--- src/rtl/acq_pkg.sv ---
package acq_pkg;
  localparam int unsigned DEF_NUM_ADC   = 3;
  localparam int unsigned DEF_NUM_CH    = 4;
  localparam int unsigned DEF_SAMPLE_W  = 24;
  localparam int unsigned DEF_CMD_W     = 8;
  localparam int unsigned DEF_CNT_W     = 16;
  localparam int unsigned DEF_SETUP_CYC = 2;

  typedef enum logic [1:0] {SND_SETUP, SND_SHIFT, SND_SAMPLE, SND_CONVERT} snd_phase_e;
  typedef enum logic [1:0] {RCV_SETUP, RCV_SHIFT, RCV_STORE, RCV_IDLE} rcv_phase_e;

  typedef struct packed {
    logic frameStart;
    logic cmdActive;
    logic cmdAdvance;
    logic capture;
    logic store;
  } acq_strobe_t;
endpackage

--- src/rtl/acq_seq_ctrl.sv ---
module acq_seq_ctrl
  import acq_pkg::*;
#(
  parameter int unsigned NUM_ADC   = DEF_NUM_ADC,
  parameter int unsigned NUM_CH    = DEF_NUM_CH,
  parameter int unsigned SAMPLE_W  = DEF_SAMPLE_W,
  parameter int unsigned CMD_W     = DEF_CMD_W,
  parameter int unsigned CNT_W     = DEF_CNT_W,
  parameter int unsigned SETUP_CYC = DEF_SETUP_CYC,
  parameter int unsigned CH_IW     = 2,
  parameter int unsigned ADC_IW    = 2
) (
  input  logic              clk,
  input  logic              rst_n,
  input  logic              cfgWrite,
  input  logic [CNT_W-1:0]  cfgCount,
  output acq_strobe_t       strobes,
  output logic              sclk,
  output logic              startPulse,
  output logic [CH_IW-1:0]  storeCh,
  output logic [ADC_IW-1:0] storeAdc
);
  localparam int unsigned RX_BITS    = NUM_CH * SAMPLE_W;
  localparam int unsigned BIT_BEGIN  = SETUP_CYC;
  localparam int unsigned CMD_END    = SETUP_CYC + 2 * CMD_W;
  localparam int unsigned BIT_END    = SETUP_CYC + 2 * RX_BITS;
  localparam int unsigned STORE_END  = BIT_END + NUM_ADC * NUM_CH;
  localparam int unsigned MIN_PERIOD = STORE_END + 1;

  localparam logic [CNT_W-1:0] BIT_BEGIN_C = CNT_W'(BIT_BEGIN);
  localparam logic [CNT_W-1:0] CMD_END_C   = CNT_W'(CMD_END);
  localparam logic [CNT_W-1:0] BIT_END_C   = CNT_W'(BIT_END);
  localparam logic [CNT_W-1:0] STORE_END_C = CNT_W'(STORE_END);
  localparam logic [CNT_W-1:0] MIN_P_C     = CNT_W'(MIN_PERIOD);
  localparam logic [ADC_IW-1:0] LAST_ADC   = ADC_IW'(NUM_ADC - 1);

  logic [CNT_W-1:0] countReg;
  logic [CNT_W-1:0] timer;
  logic [CNT_W-1:0] period;
  logic             primed;
  logic             frameEnd;
  logic             halfHigh;
  snd_phase_e       sendPhase;
  rcv_phase_e       recvPhase;

  // frame length with the floor applied
  assign period   = (countReg < MIN_P_C) ? MIN_P_C : countReg;
  assign frameEnd = (timer == period - 1'b1);
  // second cycle of every bit period
  assign halfHigh = (timer[0] != BIT_BEGIN_C[0]);

  always_comb begin
    if (timer < BIT_BEGIN_C)     sendPhase = SND_SETUP;
    else if (timer < CMD_END_C)  sendPhase = SND_SHIFT;
    else if (timer == CMD_END_C) sendPhase = SND_SAMPLE;
    else                         sendPhase = SND_CONVERT;
  end

  always_comb begin
    if (timer < BIT_BEGIN_C)       recvPhase = RCV_SETUP;
    else if (timer < BIT_END_C)    recvPhase = RCV_SHIFT;
    else if (timer < STORE_END_C)  recvPhase = RCV_STORE;
    else                           recvPhase = RCV_IDLE;
  end

  always_comb begin
    strobes.frameStart = (timer == '0);
    strobes.cmdActive  = (sendPhase == SND_SHIFT);
    strobes.cmdAdvance = (sendPhase == SND_SHIFT) && halfHigh;
    strobes.capture    = (recvPhase == RCV_SHIFT) && halfHigh;
    strobes.store      = (recvPhase == RCV_STORE) && primed;
  end

  assign sclk       = (recvPhase == RCV_SHIFT) && halfHigh;
  assign startPulse = (sendPhase == SND_SAMPLE);

  always_ff @(posedge clk or negedge rst_n) begin
    if (!rst_n) begin
      countReg <= '0;
      timer    <= '0;
      primed   <= 1'b0;
      storeCh  <= '0;
      storeAdc <= '0;
    end else if (cfgWrite) begin
      countReg <= cfgCount;
      timer    <= '0;
      primed   <= 1'b0;
      storeCh  <= '0;
      storeAdc <= '0;
    end else if (frameEnd) begin
      timer    <= '0;
      primed   <= 1'b1;
      storeCh  <= '0;
      storeAdc <= '0;
    end else begin
      timer <= timer + 1'b1;
      if (recvPhase == RCV_STORE) begin
        if (storeAdc == LAST_ADC) begin
          storeAdc <= '0;
          storeCh  <= storeCh + 1'b1;
        end else begin
          storeAdc <= storeAdc + 1'b1;
        end
      end
    end
  end
endmodule

--- src/rtl/acq_seq_datapath.sv ---
module acq_seq_datapath
  import acq_pkg::*;
#(
  parameter int unsigned NUM_ADC  = DEF_NUM_ADC,
  parameter int unsigned NUM_CH   = DEF_NUM_CH,
  parameter int unsigned SAMPLE_W = DEF_SAMPLE_W,
  parameter int unsigned CMD_W    = DEF_CMD_W,
  parameter int unsigned CH_IW    = 2,
  parameter int unsigned ADC_IW   = 2
) (
  input  logic                clk,
  input  logic                rst_n,
  input  logic                cfgWrite,
  input  logic [CMD_W-1:0]    cfgWord,
  input  acq_strobe_t         strobes,
  input  logic [CH_IW-1:0]    storeCh,
  input  logic [ADC_IW-1:0]   storeAdc,
  input  logic [NUM_ADC-1:0]  adcDin,
  output logic                adcCmd,
  output logic                wordValid,
  output logic [SAMPLE_W-1:0] wordData,
  output logic [CH_IW-1:0]    wordCh,
  output logic [ADC_IW-1:0]   wordAdc
);
  localparam int unsigned RX_BITS = NUM_CH * SAMPLE_W;

  logic [CMD_W-1:0]    cmdReg;
  logic [CMD_W-1:0]    cmdSh;
  logic [SAMPLE_W-1:0] chWords [NUM_ADC][NUM_CH];

  always_ff @(posedge clk or negedge rst_n) begin
    if (!rst_n) begin
      cmdReg <= '0;
      cmdSh  <= '0;
    end else begin
      if (cfgWrite) cmdReg <= cfgWord;
      if (strobes.frameStart)      cmdSh <= cmdReg;
      else if (strobes.cmdAdvance) cmdSh <= {cmdSh[CMD_W-2:0], 1'b0};
    end
  end

  assign adcCmd = strobes.cmdActive & cmdSh[CMD_W-1];

  // one receive shifter per converter, all on the same capture strobe
  for (genvar g = 0; g < NUM_ADC; g++) begin : g_lane
    logic [RX_BITS-1:0] rxSh;
    always_ff @(posedge clk or negedge rst_n) begin
      if (!rst_n)               rxSh <= '0;
      else if (strobes.capture) rxSh <= {rxSh[RX_BITS-2:0], adcDin[g]};
    end
    for (genvar c = 0; c < NUM_CH; c++) begin : g_ch
      assign chWords[g][c] = rxSh[RX_BITS-1-c*SAMPLE_W -: SAMPLE_W];
    end
  end

  assign wordValid = strobes.store;
  assign wordCh    = strobes.store ? storeCh  : '0;
  assign wordAdc   = strobes.store ? storeAdc : '0;
  assign wordData  = strobes.store ? chWords[storeAdc][storeCh] : '0;
endmodule

--- src/rtl/acq_sequencer.sv ---
module acq_sequencer
  import acq_pkg::*;
#(
  parameter int unsigned NUM_ADC   = DEF_NUM_ADC,
  parameter int unsigned NUM_CH    = DEF_NUM_CH,
  parameter int unsigned SAMPLE_W  = DEF_SAMPLE_W,
  parameter int unsigned CMD_W     = DEF_CMD_W,
  parameter int unsigned CNT_W     = DEF_CNT_W,
  parameter int unsigned SETUP_CYC = DEF_SETUP_CYC,
  localparam int unsigned CH_IW    = (NUM_CH  > 1) ? $clog2(NUM_CH)  : 1,
  localparam int unsigned ADC_IW   = (NUM_ADC > 1) ? $clog2(NUM_ADC) : 1
) (
  input  logic                clk,
  input  logic                rst_n,
  input  logic                cfgWrite,
  input  logic [CMD_W-1:0]    cfgWord,
  input  logic [CNT_W-1:0]    cfgCount,
  input  logic [NUM_ADC-1:0]  adcDin,
  output logic                adcSclk,
  output logic                adcCmd,
  output logic                adcStart,
  output logic                wordValid,
  output logic [SAMPLE_W-1:0] wordData,
  output logic [CH_IW-1:0]    wordCh,
  output logic [ADC_IW-1:0]   wordAdc
);
  acq_strobe_t       strobes;
  logic [CH_IW-1:0]  storeCh;
  logic [ADC_IW-1:0] storeAdc;

  acq_seq_ctrl #(
    .NUM_ADC(NUM_ADC), .NUM_CH(NUM_CH), .SAMPLE_W(SAMPLE_W), .CMD_W(CMD_W),
    .CNT_W(CNT_W), .SETUP_CYC(SETUP_CYC), .CH_IW(CH_IW), .ADC_IW(ADC_IW)
  ) i_ctrl (
    .clk(clk), .rst_n(rst_n), .cfgWrite(cfgWrite), .cfgCount(cfgCount),
    .strobes(strobes), .sclk(adcSclk), .startPulse(adcStart),
    .storeCh(storeCh), .storeAdc(storeAdc)
  );

  acq_seq_datapath #(
    .NUM_ADC(NUM_ADC), .NUM_CH(NUM_CH), .SAMPLE_W(SAMPLE_W), .CMD_W(CMD_W),
    .CH_IW(CH_IW), .ADC_IW(ADC_IW)
  ) i_dp (
    .clk(clk), .rst_n(rst_n), .cfgWrite(cfgWrite), .cfgWord(cfgWord),
    .strobes(strobes), .storeCh(storeCh), .storeAdc(storeAdc), .adcDin(adcDin),
    .adcCmd(adcCmd), .wordValid(wordValid), .wordData(wordData),
    .wordCh(wordCh), .wordAdc(wordAdc)
  );
endmodule

--- config.mk ---
export PLATFORM = sky130hd
export DESIGN_NAME = acq_sequencer
export DESIGN_NICKNAME = d
export VERILOG_FILES = /design/src/rtl/acq_pkg.sv /design/src/rtl/acq_seq_ctrl.sv /design/src/rtl/acq_seq_datapath.sv /design/src/rtl/acq_sequencer.sv
export SDC_FILE = /design/constraint.sdc
export NUM_CORES = 1
export LEC_CHECK = 0
export BUFFER_PORTS_ARGS = -buffer_cell sky130_fd_sc_hd__buf_2
export CORE_AREA = 2 2 184 186
export CTS_BUF_LIST = sky130_fd_sc_hd__clkbuf_4 sky130_fd_sc_hd__clkbuf_8
export CTS_CLUSTER_DIAMETER = 50
export DETAILED_ROUTE_END_ITERATION = 16
export DIE_AREA = 0 0 186 188
export PLACE_DENSITY = 0.66
export REMOVE_ABC_BUFFERS = 1
export SYNTH_ARGS = -nofsm -noshare
export SYNTH_HDL_FRONTEND = slang
export SYNTH_SLANG_ARGS = --single-unit
--- constraint.sdc ---
create_clock -name clk -period 7.6 [get_ports clk]
set_clock_uncertainty 0.1 [all_clocks]
set_input_delay 0.76 -clock clk [delete_from_list [all_inputs] [get_ports clk]]
set_output_delay 0.76 -clock clk [all_outputs]
set_load 0.01 [all_outputs]
Yosys cells after proc, flatten, opt, wreduce, memory -nomap -nowiden:

Index checks and enable logic that the tools add are counted.
Widths: inputs -> output; s select.

* flip-flop bits (word level): 341
* bits of input ports: 30
* output and inout bits: 32

* add/sub/neg operators: 4
* magnitude comparators: 7
* eq/ne operators: 7
* muxes and demuxes: 30
* bitwise logic cells: 3
* reductions and logical operators: 9

Operators by type and width (number)
* $bmux 96 s2: 1
* $mux 96: 2
* $mux 24: 3
* $bmux 24 s2: 1
* $lt 16x8->1 const B: 3
* $mux 16: 3
* $mux 2: 14
* $add 16x1->16 const B: 1
* $eq 16x16->1: 1
* $eq 16x5->1 const B: 1
* $logic_not 16->1: 1
* $lt 16x2->1 const B: 1
* $lt 16x5->1 const B: 1
* $mux 8: 2
* $sub 16x1->16 const B: 1
* $eq 2x2->1 const B: 3
* $ge 3x3->1 const B: 2
* $not 2->3: 2
* $reduce_bool 3->1: 2
* $add 2x1->2 const B: 2
* $eq 2x1->1 const B: 2
* $mux 1: 4
* $reduce_bool 2->1: 2
* $logic_and 1x1->1: 3
* other kinds (2): 2

Depth between registers and ports, before layout:

Gate-level depths: netlist of the first run.

* depth after elaboration: 8
* mapped depth: 14
* depth with buffers taken out: 12

Modules after synthesis:

A second synthesis of the first run with hierarchy kept.

* cells, all modules: 1111
* area, all modules: 16046.6 µm²

Modules (own cells, without submodules)
* acq_seq_datapath: instances 1, cells each 873, area an instance 13734.4 µm², seq. area each 7607.3 µm²
* acq_seq_ctrl: instances 1, cells each 238, area an instance 2312.2 µm², seq. area each 925.9 µm²

Worst setup path before layout of the first run:

Ideal clock, no wire load.

* path kind: register to register
* start: reg i_ctrl.countReg[14]
* end: reg i_ctrl.timer[0]
* arrival: 3.177 ns
* slack: 4.193 ns
* cell stages (with the launch flop): 14
* path buffers: 1
* clock period less this slack: 3.407 ns
* path through: dfrtp_1 nor4_4 nand2_1 a31oi_1 nor2_1 ha_1 xnor2_1 a222oi_1 o2111ai_1 nor4b_1 nand4_1 o31ai_4 buf_6 nor2_1

* cells in the longest elaborated chain, start to end: 6

Ends and longest elaborated chain
* start, declared: RTL line acq_seq_ctrl.sv:37 `logic [CNT_W-1:0] countReg;`
* start signal, assigned: RTL line acq_seq_ctrl.sv:85 `countReg <= cfgCount;`
* $lt 16x8->1: RTL line acq_seq_ctrl.sv:47 `assign period = (countReg < MIN_P_C) ? MIN_P_C : countReg;`
* $mux 16 (*): RTL line acq_seq_ctrl.sv:47
* $sub 16x1->16 (*): RTL line acq_seq_ctrl.sv:48 `assign frameEnd = (timer == period - 1'b1);`
* $eq 16x16->1 (*): RTL line acq_seq_ctrl.sv:48
* $mux 16 (*): RTL line acq_seq_ctrl.sv:90 `end else if (frameEnd) begin`
* $mux 16 (*): RTL line acq_seq_ctrl.sv:84 `end else if (cfgWrite) begin`
* end signal, assigned: RTL line acq_seq_ctrl.sv:96 `timer <= timer + 1'b1;`
* end, declared: RTL line acq_seq_ctrl.sv:38 `logic [CNT_W-1:0] timer;`

Mark *: on every way between the ends. The rest lies on a longest branch, timed or not.
A chain may end at the register's enable or synchronous reset.

Worst setup path in the final report of the first run:

* start: reg i_ctrl.storeAdc[1]
* end: out wordData[18]

* cells in the longest elaborated chain, start to end: 8

Ends and longest elaborated chain
* start, declared: RTL line acq_seq_ctrl.sv:21 `output logic [ADC_IW-1:0] storeAdc`
* start signal, assigned: RTL line acq_seq_ctrl.sv:102 `storeAdc <= storeAdc + 1'b1;`
* $not 2->3 (implied by the code): RTL line acq_seq_datapath.sv:59 `assign wordData = strobes.store ? chWords[storeAdc][storeCh] : '0;`
* $bmux 96 s2: RTL line acq_seq_datapath.sv:59
* $mux 96 (implied by the code) (2 in a row): RTL line acq_seq_datapath.sv:59
* $bmux 24 s2: RTL line acq_seq_datapath.sv:59
* $mux 24 (implied by the code) (2 in a row): RTL line acq_seq_datapath.sv:59
* $mux 24: RTL line acq_seq_datapath.sv:59
* end, declared: RTL line acq_sequencer.sv:23 `output logic [SAMPLE_W-1:0] wordData,`

Every way passes these cells. The select of a mux whose other input is x is not followed.

==> summary.md, run 1 <==
| Metric | Value |
|---|---|
| Status | `completed` |
| Post-synth EDFFs | `0` |
| FILL cells | `2800` |
| Die width | `between 150 and 200 um` |
| Synth top area cells | `dfrtp_1 52%, mux2_2 27%, a221oi_1 5.2%` |
| Crit path DAT | `about 3.8 ns` |
| Final #Nets | `between 1000 and 1500` |
| Worst setup SP type | `flip-flop` |
| Final RePlAce weighted congestion | `0.883` |
| Detailed placer's ending HPWL | `20.0 mm` |
| Synth Cell Area | `0.0164 sq mm` |
| CP Capture Type | `primary output` |
| # DRC | `0` |
| Port bufs | `61` |
| Area Growth Syn to Fin | `10.7%` |
| Number of global-route vias before repair | `10700` |
| Clk sinks | `341` |
| Die Footprint | `0.0350 sq mm` |
| Worst slew margin | `0.310` |
| Ys async rst share | `1.00` |
| Detailed router's first-iteration violation count | `649` |
| CTS hold repair buffers | `0` |
| Tot GR Track Use | `0.198` |
| Synth warn | `0` |
| Fin crit share | `0.616` |
| Antenna-violating nets left | `0` |
| Pleak | `0.00856 uW` |
| Top_reg_cell synth | `dfrtp_1` |
| PD cells | `219 mW/mm^2` |
| Syn_area_per_cell | `13.1 sq um` |
| Count leader, synth | `mux2_2` |
| FF-to-FF path depth | `12` |
| Post-synthesis register bit count | `341` |
| Share of cells above drive strength 1 | `0.438` |
| Clk root buf | `clkbuf_8` |
| Slowest CP cell | `buf_4` |
| Setup_tns | `0 ns` |
| Largest net degree at the start of global routing | `176` |
| Initial antenna violation count | `0` |
| Top cell type's share of synthesized area | `0.521` |
| Ports | `a little over 60` |
| Clock buffer depth | `3` |
| Ant. Diodes | `0` |
| CP required | `6.74 ns` |
| CP cell instances | `clkinv_2, nor2_4, buf_4, a221oi_1, nor3_1, o21a_1, buf_2` |
| Peak VDD IR | `between 0.0001 and 0.00015 V` |
| Routed via count | `10200` |
| Worst r2r src | `i_ctrl.countReg[14]` |
| H-tree Lvls | `2` |
| Max cap viols | `0` |
| GRT Residual Overflow | `0` |
| Worst Tran Pin Value | `1.03 ns` |
| Placed Area | `0.0169 sq mm` |
| Sequential share of the synthesized area | `0.521` |
| Routed len/inst | `18.8 um` |
| PostCTS Resize Cnt | `0` |
| Capture point of the worst reg-to-reg path | `i_ctrl.storeAdc[0]` |
| Syn Inst Count | `1251` |
| Final setup violation count | `0` |
| Fin crit period | `4.68 ns` |
| Post-synth top cells | `387 x mux2_2, 341 x dfrtp_1, 97 x a221oi_1` |
| Cell taking the most area after synthesis | `dfrtp_1` |
| CTS buffer count | `57` |
| First drt pass iteration count | `5` |
| Post-route cell area | `approximately 0.018 sq mm` |
| Initial Util | `0.495` |
| Worst hold path type | `in -> async` |
| Row cnt | `67` |
| Clock Latency Late Sink | `approximately 0.62 ns` |
| Setup bufs post-CTS | `0` |
| Total wire length | `33.3 mm` |
| Final hold violations | `0` |
| Die span in y | `188 um` |
| Max Fanout on Critical Path | `74` |
| Vias/cell | `5.76` |
| CTS tree | `yes` |
| Netlist cell types | `55` |
| Fmax | `0.214 GHz` |
| FF-to-FF setup slack | `3.22 ns` |
| Critical path class | `reg -> out` |
| First-pass GRT wire length | `roughly 56 mm` |
| Core area | `around 0.033 sq mm` |
| Final slew viol count | `0` |
| RSZ-0062 raised after global routing | `false` |
| Clk slew on worst S/H paths | `0.06 ns` |
| CP peak stage delay | `0.79 ns` |
per-layer routing:
layer,share of wire,global-route usage,routed length [um],up-vias
li1,-,-,-,4755
met1,0.46,0.275,15300,5235
met2,0.48,0.321,16100,187
met3,0.040,0.0363,1320,50
met4,0.019,0.0521,617,0
met5,0,0,0,-
sequential cells by signal (all words and copies together) (netlist names):
signal / count
i_ctrl.countReg: 16
i_ctrl.primed: 1
i_ctrl.storeAdc: 2
i_ctrl.storeCh: 2
i_ctrl.timer: 16
i_dp.cmdReg: 8
i_dp.cmdSh: 8
i_dp.g_lane.rxSh: 288
cells in the final DEF, fill, tap and decap left out, types with 3 or more instances in the layout:
cell type,count
nor3_1,56
inv_1,13
buf_4,8
dfrtp_1,339
nor2_1,41
buf_12,3
a21oi_1,3
ha_1,3
xnor2_1,17
o211ai_1,4
a221oi_1,97
buf_2,60
nand4_1,7
o21ai_0,18
nand3_1,11
xor2_1,13
nand2_1,33
mux2_1,18
mux2i_1,11
mux2_2,387
clkinv_2,18
o2111ai_1,3
a31oi_1,3
o21a_1,26
clkbuf_8,73
nor4_4,4
clkbuf_4,8
cells by family (layout without fill, tap and decap cells):
group                    count (synthesis)  in the layout  share of synthesized area
multiplexers                           416            416                      0.285
XOR/XNOR                                30             30                     0.0160
buffers and inverters                  117            193                     0.0354
flip-flops                             341            341                      0.521
AO/OA/AOI/OAI                          171            171                     0.0853
AND/OR/NAND/NOR                        173            173                     0.0549
adder cells (fa/ha/maj)                  3              3                    0.00229
worst max-delay path: cells and delay by family (launching register included):
family                 cells  cell delay, ns
buffers and inverters      3            1.41
AO/OA/AOI/OAI              2            0.41
flip-flops                 1            0.39
AND/OR/NAND/NOR            2            0.94
stage by stage:
stage | instances | power, uW | hold WS, ns | setup slack (ns) | utilization
2_1_floorplan | 1151 | 2220 | 0.346 | -15.55 | -
3_3_place_gp | 1671 | 2260 | 0.364 | 3.53 | 0.510
3_5_place_dp | 1671 | 2270 | 0.367 | 3.33 | 0.510
4_1_cts | 1775 | 4020 | 0.0745 | 2.92 | 0.548
5_1_grt | 1775 | 4150 | 0.106 | 2.63 | 0.548
6_report | 1775 | 3970 | 0.0576 | 2.92 | 0.548
worst max path at each step:
stage                   startpoint  slack [ns]  depth (start not counted)                      end
2_1_floorplan      i_ctrl.timer[2]      -15.55                          6  i_dp.g_lane[0].rxSh[10]
3_3_place_gp   i_ctrl.countReg[14]        3.53                         12         i_ctrl.timer[12]
3_5_place_dp   i_ctrl.countReg[14]        3.33                         12          i_ctrl.timer[4]
4_1_cts         i_ctrl.storeAdc[1]        2.92                          7             wordData[23]
5_1_grt         i_ctrl.storeAdc[1]        2.63                          7             wordData[12]
6_report        i_ctrl.storeAdc[1]        2.92                          7             wordData[18]
where the power goes:
group | leakage, uW | internal, uW | switching [uW]
clock | 0.000674 | 978 | 759
combinational | 0.00322 | 131 | 141
sequential | 0.00467 | 1890 | 65.9
layout make-up:
type                            count  area (sq um)  area share
Timing Repair Buffer               72           435      0.0240
Sequential cell                   341          8540       0.471
Clock inverter                     23           189      0.0104
Inverter                           17          65.1     0.00359
Clock buffer                       81          1060      0.0587
Multi-Input combinational cell    793          7280       0.401
Tap cell                          448           561      0.0309
Power figures use the tool's default switching activity.
==> inputs of run 2 (changes only) <==
==> constraint.sdc (replaced) <==
create_clock -name clk -period 4.65 [get_ports clk]
set_clock_uncertainty 0.1 [all_clocks]
set_input_delay 0.465 -clock clk [delete_from_list [all_inputs] [get_ports clk]]
set_output_delay 0.465 -clock clk [all_outputs]
set_load 0.01 [all_outputs]
==> run 2 against run 1 <==
  * Via count up 1.5%
  * First-iteration DRC count down 11%
  * Cell count up 2.4%
  * Core utilization up 1.5 points
  * Flip-flop and latch count unchanged
  * Setup slack worse by 2.3 ns
  * Clock power up 74%
  * Sequential share of layout area down 1.3 points
  * Critical path depth up 6
  * Register-to-register slack worse by 2.6 ns
  * Total power up 69%
  * Wire length up 1.8%
  * Critical endpoint is now i_ctrl.timer[9]
  * Highest routed layer unchanged
==> summary.md, run 2 (same netlist as run 1, synthesis figures left out) <==
| Metric | Value |
|---|---|
| Status | `completed` |
| CP delay by family, top | `simple AND/OR/NAND/NOR gates` |
| Share of cells above drive strength 1 | `0.435 (-0.00279)` |
| Fin util | `0.563 (+0.0150)` |
| Inst Count DP | `1679 (+0.48%)` |
| Final slew viol count | `0 (unchanged)` |
| Number of global-route vias before repair | `11000 (+3.3%)` |
| Ports | `62 (unchanged)` |
| Final setup violation count | `0 (unchanged)` |
| Final #Nets | `1355 (+3.0%)` |
| Top reg by flops | `i_dp.g_lane.rxSh` |
| Die span in y | `188 um (unchanged)` |
| Routed len/inst | `18.7 um (-0.58%)` |
| CTS buffer count | `58 (+1.8%)` |
| Finished Layout Cells | `1818 (+2.4%)` |
| PD cells | `359 mW/mm^2 (+64%)` |
| Die Footprint | `0.0350 sq mm (unchanged)` |
| Final RePlAce weighted congestion | `0.856 (-3.0%)` |
| Die width | `186 um (unchanged)` |
| Commonest non-fill, non-tap cell in the layout | `mux2_2` |
| Clock buffer depth | `3 (unchanged)` |
| Clock Latency Late Sink | `0.63 ns (about the same)` |
| Post-route cell area | `0.0186 sq mm (+2.7%)` |
| Core area | `0.0331 sq mm (unchanged)` |
| CP cell instances | `nor4_4, nand2_1, a31oi_1, nor2_1, ha_1, xnor2_1, a222oi_1, o2111ai_1, nor4b_1, nand4_1, o31ai_4, buf_4, nor2_1` |
| Max cap viols | `0 (unchanged)` |
| Fmax | `roughly 0.25 GHz` |
| Worst path most repeated cell | `nor2_1` |
| Most frequent cells in the layout | `387 x mux2_2, 339 x dfrtp_1, 97 x a221oi_1` |
| Antenna-violating nets left | `0 (unchanged)` |
| Crit path DAT | `4.47 ns (+0.65 ns)` |
| Initial antenna violation count | `0 (unchanged)` |
| Detailed router's first-iteration violation count | `575 (-11%)` |
| Routed via count | `10400 (+1.5%)` |
| Max Fanout on Critical Path | `12 (-84%)` |
| Initial Util | `0.495 (unchanged)` |
| Row cnt | `67 (unchanged)` |
| Worst Tran Pin Value | `1.14 ns (+0.103 ns)` |
| Final hold violations | `0 (unchanged)` |
| Pleak | `0.00878 uW (+2.6%)` |
| Ant. Diodes | `0 (unchanged)` |
| Buf/Inv on CP | `1 (-2)` |
| Top flop regs | `i_dp.g_lane.rxSh: 288 flops, i_ctrl.countReg: 16 flops, i_ctrl.timer: 16 flops` |
| CP Capture Type | `flip-flop` |
| WHS | `0.265 ns (+0.208 ns)` |
| # DRC | `0 (unchanged)` |
| Area Growth Syn to Fin | `13.7%` |
| First-pass GRT wire length | `57.1 mm (+1.0%)` |
| CTS tree | `yes` |
| CP required | `5.06 ns (-1.68 ns)` |
| Worst hold path type | `in -> reg` |
| Setup_tns | `0 ns (unchanged)` |
| Largest net degree at the start of global routing | `127 (-28%)` |
| Worst setup SP type | `flip-flop` |
| H-tree Lvls | `2 (unchanged)` |
| FILL cells | `2771 (-1.0%)` |
| Clk root buf | `clkbuf_8` |
| Slowest CP cell | `nor4_4` |
| RSZ-0062 raised after global routing | `false` |
| GRT Residual Overflow | `0 (unchanged)` |
| First drt pass iteration count | `4 (-1)` |
| Number of flip-flops in the largest register | `288 (unchanged)` |
| Clk sinks | `341 (unchanged)` |
| Fin crit period | `4.06 ns` |
| Placed Area | `0.0170 sq mm (+0.50%)` |
| Critical path class | `reg -> reg` |
| CP peak stage delay | `0.49 ns (-0.30 ns)` |
| Fin crit share | `0.873` |
| Total wire length | `34.0 mm (+1.8%)` |
| Clk slew on worst S/H paths | `0.06 ns (about the same)` |
| Vias/cell | `5.71 (-0.86%)` |
| Port bufs | `61 (unchanged)` |
| Tot GR Track Use | `0.201 (+0.00262)` |
| Peak VDD IR | `0.000234 V (+59%)` |
| Worst slew margin | `0.242 (-0.0678)` |
| Detailed placer's ending HPWL | `20.2 mm (+0.95%)` |
| PostCTS Resize Cnt | `0 (unchanged)` |
-- run 2: area by class of cell --
type	count	area, sq um	share of cell area
Sequential cell	341	8540	0.458
Inverter	17	65.1	0.00349
Clock inverter	8	98.8	0.00531
Clock buffer	100	1260	0.0678
Timing Repair Buffer	111	823	0.0442
Multi-Input combinational cell	793	7280	0.391
Tap cell	448	561	0.0301
-- run 2: what timing repair did --
| item | in CTS | in global routing |
|---|---|---|
| buffers inserted | 0 | 3 |
| setup endpoints to repair | 0 | 12 |
| endpoints found under the hold margin | 141 | 0 |
| hold buffers | 28 | 0 |
-- run 2: metrics by stage --
| step | power (uW) | worst slack, ns |
|---|---|---|
| 2_1_floorplan | 3620 | -18.50 |
| 3_3_place_gp | 3690 | 0.574 |
| 3_5_place_dp | 3700 | 0.461 |
| 4_1_cts | 6780 | 0.428 |
| 5_1_grt | 6980 | 0.159 |
| 6_report | 6690 | 0.592 |
-- run 2: worst reg2reg max path, stage by stage (launching register included) --
cell and delay [ns]:
dfrtp_1 0.47, nor4_4 0.50, nand2_1 0.20, a31oi_1 0.43, nor2_1 0.09, ha_1 0.22, xnor2_1 0.15, a222oi_1 0.24
o2111ai_1 0.18, nor4b_1 0.32, nand4_1 0.22, o31ai_4 0.48, buf_4 0.26, nor2_1 0.07
-- run 2: power by group --
| part | switching [uW] | total [uW] | leakage, uW | internal (uW) |
|---|---|---|---|---|
| clock | 1210 | 3030 | 0.000717 | 1810 |
| sequential | 107 | 3200 | 0.00467 | 3090 |
| combinational | 230 | 465 | 0.00340 | 235 |
-- run 2: layer usage --
metal / GRT usage / vias to the layer above / part of all wire
met1: 0.275 / 5288 / 0.46
met4: 0.0681 / 0 / 0.023
met5: 0 / - / 0
li1: - / 4828 / -
met3: 0.0326 / 63 / 0.039
met2: 0.325 / 206 / 0.47
-- run 2: worst paths after layout --
| check | from | end | slack, ns | cells past startpoint |
|---|---|---|---|---|
| max | i_ctrl.countReg[15] | i_ctrl.timer[9] | 0.59 | 13 |
| min | cfgWrite | i_ctrl.countReg[14] | 0.27 | 3 |
| max reg2reg | i_ctrl.countReg[15] | i_ctrl.timer[9] | 0.59 | 13 |
| min reg2reg | i_dp.cmdReg[3] | i_dp.cmdSh[3] | 0.38 | 2 |
| max in group asynchronous | rst_n | i_ctrl.storeAdc[0] | 2.86 | 3 |
| min in group asynchronous | rst_n | i_dp.g_lane[1].rxSh[95] | 0.40 | 2 |
==> inputs of run 3 (changes only) <==
--- a/config.mk
+++ b/config.mk
@@ -5,12 +5,13 @@
 export SDC_FILE = /design/constraint.sdc
 export NUM_CORES = 1
 export LEC_CHECK = 0
+export ABC_AREA = 1
 export BUFFER_PORTS_ARGS = -buffer_cell sky130_fd_sc_hd__buf_2
-export CORE_AREA = 2 2 184 186
+export CORE_AREA = 2 2 185 187
 export CTS_BUF_LIST = sky130_fd_sc_hd__clkbuf_4 sky130_fd_sc_hd__clkbuf_8
 export CTS_CLUSTER_DIAMETER = 50
 export DETAILED_ROUTE_END_ITERATION = 16
-export DIE_AREA = 0 0 186 188
+export DIE_AREA = 0 0 187 189
 export PLACE_DENSITY = 0.66
 export REMOVE_ABC_BUFFERS = 1
 export SYNTH_ARGS = -nofsm -noshare
==> run 3 against run 2 <==
  * Wire length increased by 27%
  * Global-route usage grew 4.6 points
  * Flip-flop and latch count did not move
  * Core utilization is 0.25 points lower
  * Cell count increased by 44%
  * Fmax rose by 5.1%
  * Total power fell by 1.5%
  * Highest routed layer unchanged
==> summary.md, run 3 <==
| Metric | Value |
|---|---|
| CTS hold repair buffers | `28 (unchanged)` |
| Area Growth Syn to Fin | `13.0%` |
| Sequential share of the synthesized area | `0.517 (-0.00379)` |
| Worst setup SP type | `flip-flop` |
| Clk sinks | `341 (unchanged)` |
| Port bufs | `61 (unchanged)` |
| FF-to-FF setup slack | `1.43 ns (+0.84 ns)` |
| Antenna-violating nets left | `0 (unchanged)` |
| Initial Util | `0.496 (+0.00112)` |
| Die span in y | `189 um (+0.53%)` |
| Syn_area_per_cell | `7.97 sq um (-39%)` |
| Final hold violations | `0 (unchanged)` |
| Commonest non-fill, non-tap cell in the layout | `nand2_1` |
| GRT Residual Overflow | `0 (unchanged)` |
| Cell taking the most area after synthesis | `dfrtp_1` |
| Top cell type's share of synthesized area | `0.517 (-0.00379)` |
| Clk root buf | `clkbuf_8` |
| CP required | `4.09 ns (-0.97 ns)` |
| Placed Area | `0.0171 sq mm (+0.88%)` |
| H-tree Lvls | `2 (unchanged)` |
| Synth top area cells | `dfrtp_1 52%, nand2_1 16%, o21ai_0 11%` |
| Routed via count | `14000 (+34%)` |
| First drt pass iteration count | `5 (+1)` |
| Tot GR Track Use | `0.247 (+0.0457)` |
| Post-synthesis register bit count | `341 (unchanged)` |
| CP Capture Type | `primary output` |
| PostCTS Resize Cnt | `0 (unchanged)` |
| Post-synth EDFFs | `0 (unchanged)` |
| Max Fanout on Critical Path | `54 (+42)` |
| Clock buffer depth | `3 (unchanged)` |
| First-pass GRT wire length | `71.3 mm (+25%)` |
| Clk slew on worst S/H paths | `0.06 ns (about the same)` |
| # DRC | `0 (unchanged)` |
| CTS tree | `yes` |
| CP peak stage delay | `0.58 ns (+0.09 ns)` |
| Worst Tran Pin Value | `1.24 ns (+0.105 ns)` |
| Fin crit share | `0.830 (-0.0423)` |
| Slowest CP cell | `dfrtp_2` |
| RSZ-0062 raised after global routing | `false` |
| Most frequent cells in the layout | `708 x nand2_1, 357 x o21ai_0, 340 x dfrtp_1` |
| PD cells | `354 mW/mm^2 (-1.5%)` |
| Count leader, synth | `nand2_1` |
| Routed len/inst | `16.5 um (-12%)` |
| CP cell instances | `clkinv_1, nor2_1, inv_2, buf_12, o21ai_0, a22o_1, a311oi_1, buf_2` |
| Setup bufs post-CTS | `0 (unchanged)` |
| CTS buffer count | `57 (-1.7%)` |
| Crit path DAT | `3.30 ns (-1.17 ns)` |
| Post-route cell area | `0.0186 sq mm (about the same)` |
| Top reg by flops | `i_dp.g_lane.rxSh` |
| Multi-input gate area | `0.00662 sq mm (-9.1%)` |
| Final setup violation count | `0 (unchanged)` |
| Inst Count DP | `2479 (+48%)` |
| Detailed placer's ending HPWL | `26.3 mm (+30%)` |
| Largest net degree at the start of global routing | `265 (+110%)` |
| Worst slew margin | `0.171 (-0.0711)` |
| Vias/cell | `5.35 (-6.3%)` |
| Seq. cell area | `0.00853 sq mm (about the same)` |
| Synth warn | `0 (unchanged)` |
| CP delay by family, top | `buffers and inverters` |
| Finished Layout Cells | `2610 (+44%)` |
| Max cap viols | `0 (unchanged)` |
| Buf/Inv on CP | `4 (+3)` |
| Fmax | `0.259 GHz (+5.1%)` |
| Initial antenna violation count | `0 (unchanged)` |
| Final RePlAce weighted congestion | `0.875 (+2.2%)` |
| Ant. Diodes | `0 (unchanged)` |
| Core area | `0.0333 sq mm (+0.51%)` |
| Number of flip-flops in the largest register | `288 (unchanged)` |
| Number of global-route vias before repair | `13900 (+26%)` |
| Top_reg_cell synth | `dfrtp_1` |
| Critical path class | `reg -> out` |
| Ports | `62 (unchanged)` |
| Peak VDD IR | `0.000314 V (+34%)` |
| Pleak | `0.00893 uW (+1.6%)` |
| Syn Inst Count | `2071 (+66%)` |
| FILL cells | `3183 (+15%)` |
| Total Power | `6590 uW (-1.5%)` |
| Clock Latency Late Sink | `0.61 ns (-0.02 ns)` |
| Row cnt | `67 (unchanged)` |
| Fin crit period | `3.86 ns (-0.197 ns)` |
| Final #Nets | `2151 (+59%)` |
| Worst hold path type | `in -> reg` |
| Final slew viol count | `0 (unchanged)` |
| Die Footprint | `0.0353 sq mm (+1.1%)` |
| Netlist cell types | `41 (-25%)` |
| Status | `completed` |
| Share of cells above drive strength 1 | `0.116 (-0.319)` |
| Total wire length | `43.0 mm (+27%)` |
| Synth Cell Area | `0.0165 sq mm (+0.73%)` |
| Top flop regs | `i_dp.g_lane.rxSh: 288 flops, i_ctrl.countReg: 16 flops, i_ctrl.timer: 16 flops` |
| Detailed router's first-iteration violation count | `1072 (+86%)` |
| Die width | `187 um (+0.54%)` |
| Ys async rst share | `1.00 (unchanged)` |
| Post-synth top cells | `708 x nand2_1, 357 x o21ai_0, 341 x dfrtp_1` |
-- run 3: cell count changes after synthesis, sizes merged, moves of 55 or more --
cell	previous run	this run
a221oi	97	0
inv	16	207
mux2	405	0
nand2	34	712
nor2	42	97
o21ai	19	360
-- run 3: worst min-delay path, delay by kind of cell --
kind | cells | cell delay, ns
buffers and inverters | 1 | 0.18
and+or+nand+nor | 2 | 0.13
-- run 3: final cells by class --
type                            instances  area share
Clock buffer                           89      0.0610
Clock inverter                         14     0.00584
Inverter                              210      0.0427
Multi-Input combinational cell       1392       0.355
Sequential cell                       341       0.458
Tap cell                              448      0.0301
Timing Repair Buffer                  116      0.0475
-- run 3: per-stage QoR --
step	hold slack [ns]	utilization	worst slack [ns]	TNS, ns
floorplan	0.0694	-	-9.15	-1982.55
global placement	0.366	0.514	1.51	0
detailed placement	0.372	0.514	1.47	0
CTS	0.0738	0.560	0.791	0
global route	0.0916	0.560	0.693	0
finish	0.0986	0.560	0.789	0
-- run 3: worst paths after layout --
check	from	to	cells after the start
setup / recovery	i_ctrl.storeAdc[0]	wordData[3]	8
hold / removal	cfgWrite	i_ctrl.countReg[14]	3
setup reg to reg	i_ctrl.countReg[0]	i_ctrl.storeAdc[0]	18
min in group asynchronous	rst_n	i_dp.g_lane[0].rxSh[40]	2
hold reg to reg	i_dp.g_lane[2].rxSh[79]	i_dp.g_lane[2].rxSh[79]	2
max in group asynchronous	rst_n	i_dp.g_lane[0].rxSh[89]	3
-- run 3: per-layer routing --
layer	global-route usage	part of all wire	vias to the layer above
met4	0.0913	0.032	0
met2	0.413	0.48	404
met3	0.0326	0.045	91
met1	0.329	0.44	6685
met5	0	0	-
li1	-	-	6783
-- run 3: where the power goes --
| group | internal, uW | switching, uW | leakage (uW) |
|---|---|---|---|
| clock | 1610 | 1240 | 0.000666 |
| combinational | 170 | 378 | 0.00357 |
| sequential | 3100 | 92.7 | 0.00469 |
-- run 3: kinds of logic after synthesis --
logic type               Yosys count  synth area share
AO/OA/AOI/OAI                    495             0.169
XOR/XNOR                          19            0.0105
adder cells (fa/ha/maj)            3           0.00228
buffers and inverters            338            0.0829
flip-flops                       341             0.517
multiplexers                       4           0.00243
AND/OR/NAND/NOR                  871             0.216
